File: src/rtl/timebase_counter.sv
module timebase_counter #(
  parameter int CNT_W = 16,
  parameter int PRE_W = 3
) (
  input  logic             clk,
  input  logic             rst_n,
  input  logic [3:0]       tick_en,
  input  logic             ctl_we,
  input  logic [9:0]       ctl_wdata,
  input  logic [CNT_W-1:0] period,
  output logic [9:0]       ctl_rdata,
  output logic [CNT_W-1:0] count,
  output logic             dir_down,
  output logic             equ,
  output logic             flag,
  output logic             irq
);
  localparam logic [CNT_W-1:0] TOP = '1;
  localparam logic [CNT_W-1:0] ONE = CNT_W'(1);

  logic [1:0]       src_q, div_q, mode;
  logic             irq_en;
  logic [PRE_W-1:0] pre_q, pre_mask, pre_nxt;
  logic             src_hit, pre_fire, clr_w, step, evt, ndir;
  logic [CNT_W-1:0] nxt;

  assign clr_w    = ctl_we & ctl_wdata[2];
  assign src_hit  = tick_en[src_q];
  assign pre_mask = PRE_W'((1 << div_q) - 1);
  assign pre_fire = src_hit && (pre_q >= pre_mask);
  assign step     = pre_fire && (mode != 2'd0) && !clr_w;
  assign pre_nxt  = !src_hit ? pre_q : (pre_fire ? '0 : pre_q + 1'b1);
  assign irq       = flag & irq_en;
  assign ctl_rdata = {src_q, div_q, mode, 2'b00, irq_en, flag};

  always_comb begin
    nxt  = count;
    ndir = dir_down;
    evt  = 1'b0;
    case (mode)
      2'd1: begin
        ndir = 1'b0;
        if (count == period || count == TOP) begin
          nxt = '0;
          evt = (count != '0);
        end else nxt = count + ONE;
      end
      2'd2: begin
        ndir = 1'b0;
        nxt  = count + ONE;
        evt  = (count == TOP);
      end
      2'd3: begin
        if (!dir_down && count < period) nxt = count + ONE;
        else if (count <= ONE) begin
          nxt  = '0;
          ndir = 1'b0;
          evt  = (count == ONE);
        end else begin
          nxt  = count - ONE;
          ndir = 1'b1;
        end
      end
      default: ;
    endcase
  end

  always_ff @(posedge clk or negedge rst_n) begin
    if (!rst_n) begin
      src_q    <= '0;
      div_q    <= '0;
      mode     <= '0;
      irq_en   <= 1'b0;
      flag     <= 1'b0;
      pre_q    <= '0;
      count    <= '0;
      dir_down <= 1'b0;
      equ      <= 1'b0;
    end else begin
      if (ctl_we) begin
        src_q  <= ctl_wdata[9:8];
        div_q  <= ctl_wdata[7:6];
        mode   <= ctl_wdata[5:4];
        irq_en <= ctl_wdata[1];
      end
      flag <= (step & evt) | (ctl_we ? ctl_wdata[0] : flag);
      if (clr_w) begin
        pre_q    <= '0;
        count    <= '0;
        dir_down <= 1'b0;
        equ      <= 1'b0;
      end else begin
        pre_q <= pre_nxt;
        equ   <= step && (count == period);
        if (step) begin
          count    <= nxt;
          dir_down <= ndir;
        end
      end
    end
  end
endmodule

File: config.mk
export PLATFORM = sky130hd
export DESIGN_NAME = timebase_counter
export DESIGN_NICKNAME = d
export VERILOG_FILES = /design/src/rtl/timebase_counter.sv
export SDC_FILE = /design/constraint.sdc
export NUM_CORES = 1
export LEC_CHECK = 0
export BUFFER_PORTS_ARGS = -buffer_cell sky130_fd_sc_hd__buf_2
export CORE_MARGIN = 1
export CORE_UTILIZATION = 40
export CTS_CLUSTER_DIAMETER = 40
export CTS_CLUSTER_SIZE = 20
export DETAILED_ROUTE_END_ITERATION = 10
export PLACE_DENSITY = 0.76
export SYNTH_ARGS = -nofsm -noshare
export SYNTH_HDL_FRONTEND = slang
export SYNTH_SLANG_ARGS = --single-unit
File: constraint.sdc
create_clock -name clk -period 2.77 [get_ports clk]
set_clock_uncertainty 0.2 [all_clocks]
set_input_delay 0.831 -clock clk [delete_from_list [all_inputs] [get_ports clk]]
set_output_delay 0.831 -clock clk [all_outputs]
set_load 0.005 [all_outputs]
==> results.yml <==
floorplanning:
  rows: 29
  die_width_um: 84.6
  fp.dieH_um: 84.6
  initial_core_util_pct: 42.3
  io_pins: 63
  core-area_mm2: 0.00646
  dieArea_mm2: 0.00716
placement:
  hpwl_um: 5580
  gp_congestion: 0.885
  port_buffers: 59
hold_path:
  min_to: "irq_en$_DFFE_PN0P_"
  holdPathStages: 1
  min_path_type: "reg2reg"
  hold_path.startpoint: "irq_en$_DFFE_PN0P_"
yosys:
  ys_async_sr_fraction_pct: 100
  ys_warn_count: 0
  synthCells: 320
  netlist_area_mm2: 0.00273
  syn_avg_cell_area_um2: 8.53
  synth_cell_types: 53
  synth_edf_count: 0
  ys_seq_area_share_pct: 26.6
  ys_ff_latch: 29
  yosys_most_used_dff: "dfrtp_1"
pwr:
  p_comb_share_pct: 64.1
  cellPowerDensity_mw_per_mm2: 675
  p_leak_nw: 1.87
  p_sw_share_pct: 45.0
  p_switching_w: 0.00120
  p_int_w: 0.00147
  p_seq_share_pct: 21.2
  p_clk_share_pct: 14.7
  ir_worst_vdd_v: 0.000367
routing:
  detail_route.wl_per_cell_um: 16.7
  antenna_left: 0
  vias_per_cell: 6.09
  drt-total-wl_um: 8310
  drtIter0Drc: 438
  vias: 3034
  drc: 5
  firstDrtPassIters: 8
sta:
  slew_headroom_pct: 55.4
  max_freq_ghz: 0.343
  min_period_over_period_pct: 105
  setup_tns_ns: -1.28
  hold_viol_final: 0
  holdWs_ns: 0.333
  tightest_slew_ns: 0.670
  finalSetupViolations: 14
  drv_slew: 0
  final.min_clock_period_ns: 2.92
  setup_slack_ns: -0.147
  rsz0062_at_grt: "true"
outcome:
  violations: "DRC, setup timing"
  status: "finished with violations"
finish:
  area_delta_synth_final_pct: 45.5
  fill_cells: 549
  fin_nets: 481
  diodes: 0
  drive_gt1_share_pct: 47.3
global_route:
  grt_use_total_pct: 23.1
  antenna_found_initial: 0
  grt_pass1_vias: 2810
  grt_pass1_wl_um: 13100
  gr-total-overflow: 0
  grt_max_degree: 30
clocking:
  cts_sinks: 29
  cts_buffers: 5
  worst_skew_pair.late_latency_ns: 0.29
  clockRootBuffer: "clkbuf_8"
  cts_tree: "yes"
  clkTransAtPathRegs_ns: 0.06
  holdBufCountCts: 0
  clock_path_buffers: 2
  htree_levels: 2
worst_setup_path:
  start_kind: "input pin"
  cp.arrival_ns: 2.89
  ff2ff_path_depth: 10
  r2r_slack_ns: -0.06
  cp.required_ns: 2.74
  worstSetupPathType: "in2reg"
  reg2reg_from: "div_q[1]$_DFFE_PN0P_"
  crit_fanout: 12
  cp-end-kind: "flop"
  r2r-end: "count[14]$_DFFE_PN0P_"
flow_run:
  drv_cap: 0
-- what timing repair did --
action | in CTS | in global routing
buffers inserted | 7 | 7
resized for setup | 29 | 29
cloned | 3 | 1
setup endpoints to repair | 12 | 18
pin swaps | 22 | 21
-- worst max-delay path by stage --
| stage | from | end | slack [ns] | cells past startpoint |
|---|---|---|---|---|
| 2_1_floorplan | period[13] | count[14]$_DFFE_PN0P_ | -0.17 | 11 |
| 3_3_place_gp | period[13] | count[5]$_DFFE_PN0P_ | -0.43 | 11 |
| 3_5_place_dp | period[13] | count[5]$_DFFE_PN0P_ | -0.46 | 13 |
| 4_1_cts | period[9] | count[14]$_DFFE_PN0P_ | -0.06 | 12 |
| 5_1_grt | period[11] | count[11]$_DFFE_PN0P_ | -0.22 | 12 |
| 6_report | period[11] | count[11]$_DFFE_PN0P_ | -0.15 | 12 |
-- placed cells by master, fill, tap and decap left out, types with 10 or more instances in the layout --
master	Yosys	final
ha_4	0	11
a21oi_1	22	17
nand3_1	12	11
buf_4	6	44
inv_1	28	18
nor2_1	17	16
o21ai_0	12	10
ha_1	28	17
buf_2	7	51
dfrtp_1	29	28
buf_6	4	13
nand2_1	25	25
a221oi_2	7	10
-- cell type report --
type	instances	area [um2]	area share (%)
multi-input cells	246	2150	54.1
repair buffers	110	767	19.3
flip-flops and latches	29	727	18.3
inverters	28	130	3.28
clock buffers	7	96.3	2.43
well taps	77	96.3	2.43
clock inverters	1	5.00	0.126
-- state kept, by name, indices dropped and copies added, names as in the netlist --
name and flops:
mode 2, dir_down 1, equ 1, src_q 2
div_q 2, flag 1, irq_en 1, pre_q 3
count 16
-- cell usage after synthesis, types with 2 or more instances --
| cell | instances | area share, % |
|---|---|---|
| o211ai_1 | 2 | 0.55 |
| inv_1 | 28 | 3.9 |
| o31ai_1 | 4 | 1.1 |
| o31a_1 | 2 | 0.64 |
| a221oi_2 | 7 | 3.9 |
| nor4_4 | 2 | 1.6 |
| o21ai_0 | 12 | 2.2 |
| or3_1 | 8 | 1.8 |
| nor2b_1 | 2 | 0.46 |
| o21a_1 | 2 | 0.55 |
| or4_1 | 2 | 0.55 |
| xnor2_1 | 2 | 0.64 |
| a22oi_1 | 5 | 1.4 |
| nand3_1 | 12 | 2.2 |
| a32oi_1 | 2 | 0.64 |
| buf_4 | 6 | 1.7 |
| nor2_2 | 2 | 0.46 |
| a221oi_1 | 3 | 0.96 |
| o21ai_1 | 6 | 1.1 |
| dfrtp_1 | 29 | 27 |
| buf_2 | 7 | 1.3 |
| mux2_2 | 5 | 2.1 |
| xor2_1 | 2 | 0.64 |
| buf_6 | 4 | 1.7 |
| a31oi_1 | 9 | 2.1 |
| clkbuf_1 | 4 | 0.55 |
| nand4_1 | 6 | 1.4 |
| nand2_1 | 25 | 3.4 |
| or2_2 | 3 | 0.69 |
| nor4_1 | 5 | 1.1 |
| and2_1 | 3 | 0.69 |
| nor2_1 | 17 | 2.3 |
| ha_1 | 28 | 13 |
| a21oi_1 | 22 | 4.0 |
| nand2b_1 | 7 | 1.6 |
| and3_1 | 8 | 1.8 |
| nor3_2 | 2 | 0.73 |
| nor3_1 | 10 | 1.8 |
-- power by group through the flow --
stage	combinational [W]	clock [W]	sequential, W
after floorplan	0.000935	0	0.000606
after global placement	0.00141	0	0.000574
after detailed placement	0.00145	0	0.000577
after CTS	0.00156	0.000401	0.000570
after global routing	0.00186	0.000423	0.000581
final	0.00172	0.000394	0.000568
-- worst max-delay path, stage by stage --
cell and delay, ns:
buf_6 0.07, inv_4 0.03, ha_4 0.25, nand4_1 0.18, buf_4 0.19, a2111o_1 0.43, a31oi_4 0.25, nor2_4 0.07
buf_12 0.15, buf_4 0.13, a221oi_2 0.22, a21oi_1 0.06
-- stage by stage --
stage	utilization [%]	area [um2]	total power, W	setup WS (ns)	instances
global route	61.5	3970	0.00286	-0.218	498
CTS	58.4	3770	0.00253	-0.0640	493
floorplan	-	2910	0.00154	-0.168	321
detailed placement	53.7	3470	0.00203	-0.461	476
finish	61.5	3970	0.00268	-0.147	498
global placement	53.7	3470	0.00198	-0.435	476
-- cells by family after synthesis --
group                    synth area share, %
other                                  0.137
flip-flops                              26.6
adder cells (fa/ha/maj)                 12.8
buffers and inverters                   8.99
XOR/XNOR                                1.28
AO/OA/AOI/OAI                           23.4
AND/OR/NAND/NOR                         23.9
multiplexers                            2.89
-- per-layer routing --
metal / wire length, um / share of wire (%) / track usage [%] / vias up
li1: - / - / - / 1381
met1: 3270 / 39 / 29.0 / 1414
met2: 4000 / 48 / 40.0 / 188
met3: 724 / 8.7 / 3.15 / 51
met4: 309 / 3.7 / 9.40 / 0
met5: 0 / 0 / 0 / -
(Power assumes the default switching activity.)
